[src/rtl/ocbuf_pkg.sv]
package ocbuf_pkg;
  localparam int ADDR_W  = 3;
  localparam int NUM_CH  = 2;
  localparam int CTRL0_W = 3;
  localparam int CTRL1_W = 2;

  localparam logic [ADDR_W-1:0] ADDR_CMP0  = 3'd0;
  localparam logic [ADDR_W-1:0] ADDR_CMP1  = 3'd1;
  localparam logic [ADDR_W-1:0] ADDR_MOD   = 3'd2;
  localparam logic [ADDR_W-1:0] ADDR_CTRL0 = 3'd3;
  localparam logic [ADDR_W-1:0] ADDR_CTRL1 = 3'd4;

  // control register bit positions
  localparam int BIT_TOG  = 0;
  localparam int BIT_LVL  = 1;
  localparam int BIT_LINK = 2;

  // datapath -> control
  typedef struct packed {
    logic ovf;
    logic hit0;
    logic hit1;
    logic link;
    logic tog0;
    logic lvl0;
    logic tog1;
    logic lvl1;
    logic wrCmp0;
    logic wrCmp1;
  } dpFlags_t;

  // control -> datapath pin strobes
  typedef struct packed {
    logic pin0Load;
    logic pin0Val;
    logic pin0Tgl;
    logic pin1Load;
    logic pin1Val;
    logic pin1Tgl;
  } pinStrb_t;
endpackage

[src/rtl/ocbuf_datapath.sv]
module ocbuf_datapath
  import ocbuf_pkg::*;
#(
  parameter int CNT_W = 8
) (
  input  logic              clk,
  input  logic              rstN,
  input  logic              wrEn,
  input  logic [ADDR_W-1:0] wrAddr,
  input  logic [CNT_W-1:0]  wrData,
  input  pinStrb_t          strb,
  output dpFlags_t          flags,
  output logic [CNT_W-1:0]  countOut,
  output logic [CNT_W-1:0]  modOut,
  output logic              pin0Out,
  output logic              pin1Out
);

  logic [CNT_W-1:0]   cmpReg [NUM_CH];
  logic [CNT_W-1:0]   modReg;
  logic [CTRL0_W-1:0] ctrl0Reg;
  logic [CTRL1_W-1:0] ctrl1Reg;
  logic [CNT_W-1:0]   cnt;
  logic               pin0Q;
  logic               pin1Q;
  logic               wrapNow;
  logic [NUM_CH-1:0]  hit;
  logic [NUM_CH-1:0]  wrHit;

  // one compare register and comparator per channel
  for (genvar g = 0; g < NUM_CH; g++) begin : g_ch
    localparam logic [ADDR_W-1:0] MY_ADDR = ADDR_CMP0 + ADDR_W'(g);

    assign wrHit[g] = wrEn && (wrAddr == MY_ADDR);
    assign hit[g]   = (cnt == cmpReg[g]);

    always_ff @(posedge clk) begin
      if (!rstN)         cmpReg[g] <= '0;
      else if (wrHit[g]) cmpReg[g] <= wrData;
    end
  end

  always_ff @(posedge clk) begin
    if (!rstN) begin
      modReg   <= '1;
      ctrl0Reg <= '0;
      ctrl1Reg <= '0;
    end else if (wrEn) begin
      case (wrAddr)
        ADDR_MOD:   modReg   <= wrData;
        ADDR_CTRL0: ctrl0Reg <= wrData[CTRL0_W-1:0];
        ADDR_CTRL1: ctrl1Reg <= wrData[CTRL1_W-1:0];
        default: ;
      endcase
    end
  end

  // wrap also catches a count left above a shrunk modulo
  assign wrapNow = (cnt >= modReg);

  always_ff @(posedge clk) begin
    if (!rstN)        cnt <= '0;
    else if (wrapNow) cnt <= '0;
    else              cnt <= cnt + 1'b1;
  end

  always_ff @(posedge clk) begin
    if (!rstN) begin
      pin0Q <= 1'b0;
      pin1Q <= 1'b0;
    end else begin
      if (strb.pin0Load)     pin0Q <= strb.pin0Val;
      else if (strb.pin0Tgl) pin0Q <= ~pin0Q;
      if (strb.pin1Load)     pin1Q <= strb.pin1Val;
      else if (strb.pin1Tgl) pin1Q <= ~pin1Q;
    end
  end

  always_comb begin
    flags.ovf    = wrapNow;
    flags.hit0   = hit[0];
    flags.hit1   = hit[1];
    flags.link   = ctrl0Reg[BIT_LINK];
    flags.tog0   = ctrl0Reg[BIT_TOG];
    flags.lvl0   = ctrl0Reg[BIT_LVL];
    flags.tog1   = ctrl1Reg[BIT_TOG];
    flags.lvl1   = ctrl1Reg[BIT_LVL];
    flags.wrCmp0 = wrHit[0];
    flags.wrCmp1 = wrHit[1];
  end

  assign countOut = cnt;
  assign modOut   = modReg;
  assign pin0Out  = pin0Q;
  assign pin1Out  = pin1Q;

endmodule

[src/rtl/ocbuf_control.sv]
module ocbuf_control
  import ocbuf_pkg::*;
(
  input  logic     clk,
  input  logic     rstN,
  input  dpFlags_t flags,
  output pinStrb_t strb,
  output logic     activeSel,
  output logic     matchSel
);

  logic lastWr;
  logic lastWrNext;
  logic activeQ;
  logic activeNext;
  logic hitSel;

  // most recent compare write while linked; a write in this cycle counts
  always_comb begin
    if (!flags.link)       lastWrNext = 1'b0;
    else if (flags.wrCmp1) lastWrNext = 1'b1;
    else if (flags.wrCmp0) lastWrNext = 1'b0;
    else                   lastWrNext = lastWr;
  end

  // hand-over happens only at overflow
  always_comb begin
    if (!flags.link)    activeNext = 1'b0;
    else if (flags.ovf) activeNext = lastWrNext;
    else                activeNext = activeQ;
  end

  always_ff @(posedge clk) begin
    if (!rstN) begin
      lastWr  <= 1'b0;
      activeQ <= 1'b0;
    end else begin
      lastWr  <= lastWrNext;
      activeQ <= activeNext;
    end
  end

  assign hitSel = flags.link ? (activeQ ? flags.hit1 : flags.hit0) : flags.hit0;

  // compare level takes priority over overflow toggle
  always_comb begin
    strb.pin0Load = hitSel;
    strb.pin0Val  = flags.lvl0;
    strb.pin0Tgl  = flags.ovf && flags.tog0 && !hitSel;
    strb.pin1Load = !flags.link && flags.hit1;
    strb.pin1Val  = flags.lvl1;
    strb.pin1Tgl  = !flags.link && flags.ovf && flags.tog1 && !flags.hit1;
  end

  assign activeSel = activeQ;
  assign matchSel  = hitSel;

endmodule

[src/rtl/ocbuf_pwm.sv]
module ocbuf_pwm
  import ocbuf_pkg::*;
#(
  parameter int CNT_W = 8
) (
  input  logic              clk,
  input  logic              rstN,
  input  logic              wrEn,
  input  logic [ADDR_W-1:0] wrAddr,
  input  logic [CNT_W-1:0]  wrData,
  output logic [CNT_W-1:0]  countOut,
  output logic              ovfStrobe,
  output logic              matchStrobe,
  output logic              pin0Out,
  output logic              pin1Out,
  output logic              pin1Driven,
  output logic              activeSel
);

  dpFlags_t         flags;
  pinStrb_t         strb;
  logic [CNT_W-1:0] modVal;
  logic             linkedMode;
  logic             pin0Level;

  ocbuf_datapath #(.CNT_W(CNT_W)) u_dp (
    .clk      (clk),
    .rstN     (rstN),
    .wrEn     (wrEn),
    .wrAddr   (wrAddr),
    .wrData   (wrData),
    .strb     (strb),
    .flags    (flags),
    .countOut (countOut),
    .modOut   (modVal),
    .pin0Out  (pin0Out),
    .pin1Out  (pin1Out)
  );

  ocbuf_control u_ctl (
    .clk       (clk),
    .rstN      (rstN),
    .flags     (flags),
    .strb      (strb),
    .activeSel (activeSel),
    .matchSel  (matchStrobe)
  );

  assign ovfStrobe  = flags.ovf;
  assign linkedMode = flags.link;
  assign pin0Level  = flags.lvl0;
  assign pin1Driven = !flags.link;

endmodule

[config.mk]
export PLATFORM = sky130hd
export DESIGN_NAME = ocbuf_pwm
export DESIGN_NICKNAME = d
export VERILOG_FILES = /design/src/rtl/ocbuf_pkg.sv /design/src/rtl/ocbuf_datapath.sv /design/src/rtl/ocbuf_control.sv /design/src/rtl/ocbuf_pwm.sv
export SDC_FILE = /design/constraint.sdc
export NUM_CORES = 1
export LEC_CHECK = 0
export BUFFER_PORTS_ARGS = -buffer_cell sky130_fd_sc_hd__buf_2
export CAP_MARGIN = 20
export CORE_MARGIN = 8
export CORE_UTILIZATION = 49
export DETAILED_ROUTE_END_ITERATION = 10
export PLACE_DENSITY = 0.7
export SLEW_MARGIN = 20
export SYNTH_ARGS = -nofsm -noshare
export SYNTH_HDL_FRONTEND = slang
export SYNTH_SLANG_ARGS = --single-unit
[constraint.sdc]
create_clock -name clk -period 5.8 [get_ports clk]
set_clock_uncertainty 0.2 [all_clocks]
set_input_delay 1.16 -clock clk [delete_from_list [all_inputs] [get_ports clk]]
set_output_delay 1.16 -clock clk [all_outputs]
set_load 0.01 [all_outputs]
; ---- Yosys cells after proc, flatten, opt, wreduce, memory -nomap -nowiden
; Memories as Yosys holds them, arrays and structs flattened.
; Cells that the tools add are included.
; W data, S select, Z words.
[totals]
ff_bits = 25
ram_bits = 16
in_bits = 14
output_inout_bits = 14
word_cells = 59
n_memories = 1
[op_classes]
addsub = 1
n_lt_le_gt_ge = 1
n_eq_ne = 6
n_mux = 18
bitwise = 5
n_reduce_logical = 19
[mem_list]
columns = memory, depth, word_bits, rd, rd_clocked_by_memory_dff, wr, line
row1 = u_dp.cmpReg, 2, 8, 2, 0, 2, ocbuf_datapath.sv:19  ; logic [CNT_W-1:0] cmpReg [NUM_CH];
[ops]
columns = operator, count
row1 = $eq A8 B8 Y1, 2
row2 = $mux W1, 16
row3 = $mux W8, 2
row4 = $add A8 B1 Y8 const B, 1
row5 = $ge A8 B8 Y1, 1
row6 = $logic_and A1 B1 Y1, 8
row7 = $reduce_and A2 Y1, 4
row8 = $eq A3 B2 Y1 const B, 2
row9 = $reduce_bool A2 Y1, 2
row10 = $eq A3 B1 Y1 const B, 1
row11 = $eq A3 B3 Y1 const B, 1
row12 = $logic_not A1 Y1, 3
row13 = $logic_not A3 Y1, 1
row14 = $not A1 Y1, 3
row15 = $or A1 B1 Y1, 2
row16 = $reduce_or A2 Y1, 1

; ---- Longest topological paths before layout
; Gate-level depths: netlist of the first run.
[depth]
word_depth = 7
ltp_mapped = 8

; ---- Hierarchy
; From an unflattened synthesis of the first run, not the netlist that was laid out.
[hier_totals]
cells_unflattened = 198
hier_area_um2 = 2075.7
[modules_own_cells]
columns = mod, n_inst, cells_per_inst, area_per_inst_um2, seq_area_each_um2
row1 = ocbuf_datapath, 1, 179, 1911.8, 940.9
row2 = ocbuf_control, 1, 18, 160.2, 40.0
row3 = ocbuf_pwm, 1, 1, 3.8, 0.0

; ---- Least setup slack after synthesis of the first run
; Ideal clock, no wire load.
[synth_timing]
path_type = register -> output
start = register u_dp.cnt[0], in the netlist u_dp.countOut[0]
end = output port ovfStrobe
arrival_ps = 1636
required_time_ps = 4440
path_slack_ps = 2804
path_stages_with_launch = 7
path_cell_list = dfxtp_1 > inv_1 > ha_1 > nand2b_4 > a2111oi_4 > o31a_1 > inv_1
[synth_via]
elab_chain_len = 1
[synth_rtl]
columns = item, line
row1 = "start, declared", ocbuf_datapath.sv:23  ; logic [CNT_W-1:0] cnt;
row2 = "start signal, assigned", ocbuf_datapath.sv:64  ; else cnt <= cnt + 1'b1;
row3 = $ge A8 B8 Y1, ocbuf_datapath.sv:59  ; assign wrapNow = (cnt >= modReg);
row4 = "end, declared", ocbuf_pwm.sv:12  ; output logic ovfStrobe,
; No other way between the ends.

; ---- Final worst setup path of the first run
; Ends and elaborated chain as after synthesis.

==> metrics.md, run 1 <==
| Metric | Value |
|---|---|
| Compound-Gate Fraction of Synth Area | 0.0978 |
| CP cell instances | inv_1, ha_1, nand2b_4, a2111oi_4, o31a_1, inv_1, buf_2 |
| Dpl hpwl | around 3400 um |
| Reg2reg end | u_dp.countOut[3] |
| Total clock buffers created by CTS | 5 |
| Share of layout cells above drive strength 1 | 0.186 |
| XOR/XNOR Fraction of Synth Area | 0.0948 |
| First-pass GRT wire length | 7400 um |
| Count of hold-fix buffers inserted at cts | 0 |
| Worst-Margin Slew | 1030 ps |
| Class of the tightest hold or removal check | reg -> reg |
| CP Data Arrival Time | between 2000 and 2500 ps |
| Pin count of the biggest net entering global routing | 16 |
| Ys Warns | 0 |
| Ranking of synthesized cells by area | dfxtp_1 25%, edfxtp_1 24%, xor2_1 8.6% |
| Synth Area in Adders | 0.0554 |
| Clock-pin transition on the worst setup and hold timing paths | approximately 80 ps |
| Critical-path maximum fanout | 7 |
| Synth async-reset ratio | 0 |
| Boundary pin count | 28 |
| Area share of the leading cell type in the synthesized netlist | 0.246 |
| Clock tree from TritonCTS | done |
| # resized after CTS | 0 |
| Weighted congestion at the end of routability-driven global placement | ~0.82 |
| Most frequent cell after synthesis | dfxtp_1 |
| Global-route usage over all layers | 0.151 |
| Result of the run | complete, no violations |
| Worst path max stage delay | 460 ps |
| Number of synthesized flops with an enable pin | 16 |
| Data required time of the critical path | approximately 4400 ps |
| Slack of the worst reg-to-reg path | about 3600 ps |
| Type of element launching the critical path | register |
| Average size of a mapped cell | 10.4 um^2 |
| CTS sink cnt | just over 40 |
| Synthesis-stage register bit count | 41 |
| Insertion delay of the later-clocked pin in the worst-skew pair | ~300 ps |
| Overall power | 0.601 mW |
| DRC viols | 0 |
| Routed len/inst | about 16 um |
| GRT overflow | 0 |
| Number of optimization iterations in the first detailed-route pass | 4 |
| Routed Wire Length | around 4400 um |
| Number of H-tree branching levels | 2 |
| Area taken by flip-flops and latches | 981 um^2 |
| Destination of the worst hold path | u_ctl.lastWr |
| Post-DRT Antenna Nets | 0 |
| Final-stage net count | ~250 |
| Number of global-route vias before repair | 1541 |
| Die height | slightly above 80 um |
| Syn Std Cell Area | roughly 2000 um^2 |
| Overall die area | 6470 um^2 |
| Fmax achieved | 286 MHz |
| Worst setup path category | reg -> out |
| Top cell types by occurrence after synthesis | 25 x dfxtp_1, 20 x xor2_1, 17 x nand2_1 |
| Depth of the most critical reg-to-reg path | 7 |
| Mux share of post-synthesis cell area | 0.0295 |
| Most repeated library cell on the critical path | inv_1 |
| Bufs on Longest Clock Path | 2 |
| Post-Route Setup TNS | 0 ps |
| Post-CTS repair timing setup buffer count | 0 |
| Net count of the mapped netlist | 218 |
| Launch instance of the worst register-to-register path | u_dp.countOut[0] |
| Cell taking the most area after synthesis | dfxtp_1 |
| Yosys cell types | between 40 and 50 |
| Prevailing post-synth register cell | dfxtp_1 |
| Final critical-path required period | 3500 ps |
| DR vias | roughly 1500 |
| Count of mapped cells out of synthesis | 195 |
| Area Overhead vs Synth | 14.1% |
| Horiz. Die Dim | approximately 80 um |
| Max-cap check violation count | 0 |
| Hold_sp | u_ctl.lastWr |
| Worst Setup SP | u_dp.countOut[0] |
| Leakage | 1.07 nW |
| Fillcell total | 370 |
| Slowest cell on the critical path | dfxtp_1 |
| Sequential fraction of the synthesis area | 0.482 |
| RSZ-0062 raised after global routing | false |
| Detailed router's first-iteration violation count | between 70 and 80 |
| Pwr/cell area | 259 nW/um^2 |
| CTS root buffer | clkbuf_8 |
| Dominant combinational cell family by area after synthesis | simple AND/OR/NAND/NOR gates |
| Hold Fails Final Rpt | 0 |
| Area occupied by multi-input gates | 978 um^2 |
| Worst ir drop on vdd | ~190 uV |
| Core region area | between 4000 and 5000 um^2 |
| Period utilization | 0.603 |
| Setup-violating endpoint count in the final report | 0 |
| Hold path depth | 2 |
| Initial Util | 0.508 |
| Number of slew-limit violations in the final report | 0 |
| Endpoint class of the critical path | primary output |
| Number of inserted diodes | 0 |
| Worst relative slew slack | 0.309 |
| Vias/cell | 5.49 |
| FP Rows | 23 |
| PortBufs | 27 |
| Initial antenna violation count | 0 |
| Area fraction in and, or, nand and nor cells after synthesis | 0.204 |
flip-flops by register name, indices dropped and copies added (netlist names):
name and flops:
u_dp.ctrl0Reg 3, u_ctl.lastWr 1, u_dp.modOut 8, u_dp.cmpReg 16, u_dp.pin0Out 1, u_dp.pin1Out 1
u_dp.countOut 8, u_dp.ctrl1Reg 2, u_ctl.activeSel 1
cell usage in the layout, fill, tap and decap left out, types with 2 or more instances in the layout:
cell type	netlist	final
and2_1	16	16
and3_1	2	2
buf_2	2	27
clkbuf_8	0	5
clkinv_1	1	2
dfxtp_1	25	25
edfxtp_1	16	16
ha_1	9	9
inv_1	11	11
mux2i_1	6	6
nand2_1	17	17
nand3_1	8	8
nand4_1	2	2
nor2_1	16	16
nor2b_1	2	2
nor4_1	3	3
nor4_2	2	2
o211ai_1	8	8
o21a_1	2	2
o21ai_0	2	2
o311ai_0	2	2
or3_1	2	2
xnor2_1	2	2
xor2_1	20	20
cells by family (layout without fill, tap and decap cells):
group                    count (synthesis)  count (layout)
AND/OR/NAND/NOR                         77              77
flip-flops                              41              41
multiplexers                             6               6
AO/OA/AOI/OAI                           23              23
XOR/XNOR                                22              22
adder cells (fa/ha/maj)                  9               9
buffers and inverters                   17              48
worst max-delay path, delay by kind of cell (launching register included):
family / cells / cell delay, ps
simple gates: 1 / 150
flops: 1 / 460
buf+inv: 3 / 310
compound gates: 2 / 640
fa+ha+maj: 1 / 290
worst max path at each step:
stage,to,slack (ps),cells after the start
floorplan,ovfStrobe,2800,6
global placement,ovfStrobe,2660,7
detailed placement,ovfStrobe,2610,7
CTS,ovfStrobe,2270,7
global route,ovfStrobe,2140,7
finish,ovfStrobe,2300,7
report_power, final:
group | internal [mW] | total (mW) | switching [mW]
Sequential | 0.312 | 0.321 | 0.00939
Clock | 0.127 | 0.227 | 0.0999
Combinational | 0.0231 | 0.0530 | 0.0299
Total | 0.461 | 0.601 | 0.139
metrics by stage:
stage               instances  area [um^2]  hold WS [ps]   util  setup WS (ps)
floorplan                 195         2030           246      -           2800
global placement          268         2210           269  0.552           2660
detailed placement        268         2210           267  0.552           2610
CTS                       276         2320           281  0.580           2270
global route              276         2320           338  0.580           2140
finish                    276         2320           276  0.580           2300
metal layers:
metal | share of wire | GRT usage
met1 | 0.46 | 0.185
met2 | 0.45 | 0.232
met3 | 0.062 | 0.0435
met4 | 0.027 | 0.0855
met5 | 0 | 0
cell type report:
class	count	area share
clock inverters	3	0.0178
flip-flops and latches	41	0.423
repair buffers	28	0.0615
well taps	50	0.0270
clock buffers	5	0.0297
inverters	12	0.0194
multi-input cells	137	0.422
(Power assumes the default switching activity.)
==> inputs of run 2 (changes only) <==
Settings changed: ABC_AREA from default to 1, PLACE_DENSITY 0.7 to 0.72.
Clock period 5.8 ns to 3.2 ns, I/O delays scaled along.
==> run 2 against run 1 <==
Against the previous run:
- clock power increased by 120%
- sequential power increased by 82%
- non-clock buffer count decreased by 1
- register-to-register slack got worse by 2300 ps
- critical endpoint unchanged
- largest power group unchanged
- critical path type unchanged
- critical path depth increased by 1
- worst hold slack got worse by 9.3 ps
- power increased by 98%
==> metrics.md, run 2 <==
| Metric | Value |
|---|---|
| Result of the run | complete, no violations |
| Insertion delay of the later-clocked pin in the worst-skew pair | 290 ps (about the same) |
| Die height | 82.8 um (+3.0%) |
| Ys Warns | 0 (unchanged) |
| Endpoint class of the critical path | primary output |
| Count of mapped cells out of synthesis | 268 (+37%) |
| Final critical-path required period | between 2000 and 3000 ps |
| Switching power share of the total | 0.228 (-0.00424) |
| Weighted congestion at the end of routability-driven global placement | 0.861 (+5.2%) |
| Global-route usage over all layers | 0.130 (-0.0213) |
| Total clock buffers created by CTS | 5 (unchanged) |
| Post-route design area | 2490 um^2 (+7.3%) |
| Synth async-reset ratio | 0 (unchanged) |
| Worst relative slew slack | 0.618 (+0.310) |
| Part of the power in combinational logic | 0.083 (-0.005) |
| Boundary pin count | 28 (unchanged) |
| Clock tree from TritonCTS | done |
| Synthesis-stage register bit count | 41 (unchanged) |
| Internal | 0.917 mW (+99%) |
| Max reg flops | 16 (unchanged) |
| DR vias | 1675 (+10%) |
| Fmax achieved | about 380 MHz |
| Depth of the most critical reg-to-reg path | 11 (+4) |
| Bufs on Longest Clock Path | 2 (unchanged) |
| Prevailing post-synth register cell | dfxtp_1 |
| Average size of a mapped cell | 8.17 um^2 (-22%) |
| Setup-violating endpoint count in the final report | 0 (unchanged) |
| Detailed router's first-iteration violation count | 97 (+26%) |
| Top cell types by occurrence after synthesis | 61 x nand2_1, 46 x inv_1, 36 x nor2_1 |
| FP Rows | 24 (+4.3%) |
| Critical-path maximum fanout | 8 (+1) |
| Leakage | 1.29 nW (+21%) |
| Number of slew-limit violations in the final report | 0 (unchanged) |
| Hold path depth | 2 (unchanged) |
| Slack of the worst reg-to-reg path | 1310 ps (-2260 ps) |
| Worst-Margin Slew | 571 ps (-464 ps) |
| CTS root buffer | clkbuf_8 |
| Core region area | 4320 um^2 (+8.1%) |
| Class of the tightest hold or removal check | reg -> reg |
| Leading cell type in the layout, fill and taps excluded | nand2_1 |
| Net count of the mapped netlist | 291 (+33%) |
| Worst setup path category | reg -> out |
| DRC viols | 0 (unchanged) |
| Post-DRT Antenna Nets | 0 (unchanged) |
| Ranking of synthesized cells by area | dfxtp_1 23%, edfxtp_1 22%, nand2_1 10% |
| Final hold slack | 267 ps (-9.32 ps) |
| Vias/cell | 4.79 (-13%) |
| Post-CTS repair timing setup buffer count | 0 (unchanged) |
| Yosys cell types | 31 (-24%) |
| Hold Fails Final Rpt | 0 (unchanged) |
| Syn Std Cell Area | 2190 um^2 (+7.7%) |
| Number of inserted diodes | 0 (unchanged) |
| Initial antenna violation count | 0 (unchanged) |
| CP Data Arrival Time | 1790 ps (-350 ps) |
| Count of hold-fix buffers inserted at cts | 0 (unchanged) |
| First-pass GRT wire length | 7560 um (+2.1%) |
| PortBufs | 27 (unchanged) |
| Proportion of power drawn by flip-flops and latches | 0.491 (-0.043) |
| Number of optimization iterations in the first detailed-route pass | 4 (unchanged) |
| RSZ-0062 raised after global routing | false |
| Launch instance of the worst register-to-register path | u_dp.countOut[3] |
| Cell taking the most area after synthesis | dfxtp_1 |
| Pwr/cell area | 477 nW/um^2 (+84%) |
| Area Overhead vs Synth | 13.7% |
| Most flops, register | u_dp.cmpReg |
| Reg2reg end | u_dp.pin1Out |
| Max-cap check violation count | 0 (unchanged) |
| Worst ir drop on vdd | 265 uV (+38%) |
| Pin count of the biggest net entering global routing | 21 (+5) |
| GRT overflow | 0 (unchanged) |
| Number of H-tree branching levels | 2 (unchanged) |
| Top library cells by usage in the layout, fill and taps aside | 61 x nand2_1, 46 x inv_1, 36 x nor2_1 |
| Type of element launching the critical path | register |
| Total cell area at the placement stage | 2350 um^2 (+6.5%) |
| Hold_sp | u_dp.ctrl1Reg[1] |
| Initial Util | 0.506 (-0.00192) |
| Number of synthesized flops with an enable pin | 16 (unchanged) |
| Switching Power | 0.270 mW (+94%) |
| Share of layout cells above drive strength 1 | 0.195 (+0.00879) |
| Most frequent cell after synthesis | nand2_1 |
| CTS sink cnt | 41 (unchanged) |
| # resized after CTS | 0 (unchanged) |
| Routed len/inst | 12.3 um (-23%) |
| Routed Wire Length | 4320 um (-2.7%) |
| Post-Route Setup TNS | 0 ps (unchanged) |
| Horiz. Die Dim | 82.8 um (+3.0%) |
| Clock-pin transition on the worst setup and hold timing paths | 90 ps (about the same) |
| Dpl hpwl | 3430 um (+1.7%) |
| Data required time of the critical path | 2360 ps (-2080 ps) |
| Period utilization | 0.821 |
| Destination of the worst hold path | u_dp.ctrl1Reg[1] |
| Overall die area | 6860 um^2 (+6.1%) |
| Area share of the leading cell type in the synthesized netlist | 0.229 (-0.0176) |
| Sequential fraction of the synthesis area | 0.448 (-0.0345) |
| Number of global-route vias before repair | 1652 (+7.2%) |
| Clock network fraction of design power | 0.426 (+0.049) |
| Final-stage net count | 320 (+29%) |
-- run 2: cell types whose count changed in the layout (fill, tap and decap cells not counted), moves of 4 or more --
cell	before	now
a21oi_1	0	9
and2_1	16	0
inv_1	11	46
inv_2	0	4
mux2i_1	6	0
nand2_1	17	61
nor2_1	16	36
o21ai_0	2	7
xor2_1	20	5
-- run 2: power groups by stage --
stage | clock network (mW) | registers [mW] | logic (mW)
floorplan | 0 | 0.590 | 0.0722
global placement | 0 | 0.594 | 0.0977
detailed placement | 0 | 0.595 | 0.0992
CTS | 0.514 | 0.583 | 0.0999
global route | 0.537 | 0.587 | 0.113
finish | 0.505 | 0.583 | 0.0985
-- run 2: worst max-delay path, cell delays in order (launching register included) --
cell	delay [ps]
dfxtp_1	530
ha_1	310
nand2_1	70
inv_1	70
nand2_1	70
nand2_1	60
nand2_2	110
nand3_4	110
buf_2	160
-- run 2: area by class of cell --
type / count / area [um^2]
fillers: 404 / 1830
multi-input cells: 172 / 983
flip-flops and latches: 41 / 981
inverters: 50 / 188
repair buffers: 27 / 135
clock buffers: 5 / 68.8
clock inverters: 3 / 68.8
well taps: 52 / 65.1
-- run 2: how the worst max path moves through the flow --
stage	slack, ps	startpoint	endpoint	cells past startpoint
2_1_floorplan	1150	u_dp.countOut[7]	ovfStrobe	4
3_3_place_gp	960	u_dp.countOut[3]	ovfStrobe	8
3_5_place_dp	900	u_dp.countOut[3]	ovfStrobe	8
4_1_cts	560	u_dp.countOut[3]	ovfStrobe	8
5_1_grt	430	u_dp.countOut[3]	ovfStrobe	8
6_report	570	u_dp.countOut[3]	ovfStrobe	8
-- run 2: cell families (layout without fill, tap and decap cells) --
family          Yosys count  in the layout  share of synthesized area
xor+xnor                  9              9                     0.0429
fa+ha+maj                 9              9                     0.0514
buf+inv                  55             85                      0.103
flops                    41             41                      0.448
simple gates            126            126                      0.275
compound gates           28             28                     0.0794
-- run 2: per-stage QoR --
stage / setup WS (ps) / cells / power, mW / util
floorplan: 1150 / 268 / 0.662 / -
global placement: 957 / 342 / 0.691 / 0.544
detailed placement: 896 / 342 / 0.694 / 0.544
CTS: 558 / 350 / 1.20 / 0.576
global route: 431 / 350 / 1.24 / 0.576
finish: 574 / 350 / 1.19 / 0.576
-- run 2: routing by layer --
metal,global-route usage,share of wire,up-vias
met3,0.0322,0.035,8
met2,0.202,0.44,31
met4,0.0575,0.021,0
li1,-,-,896
met1,0.166,0.50,740
met5,0,0,-
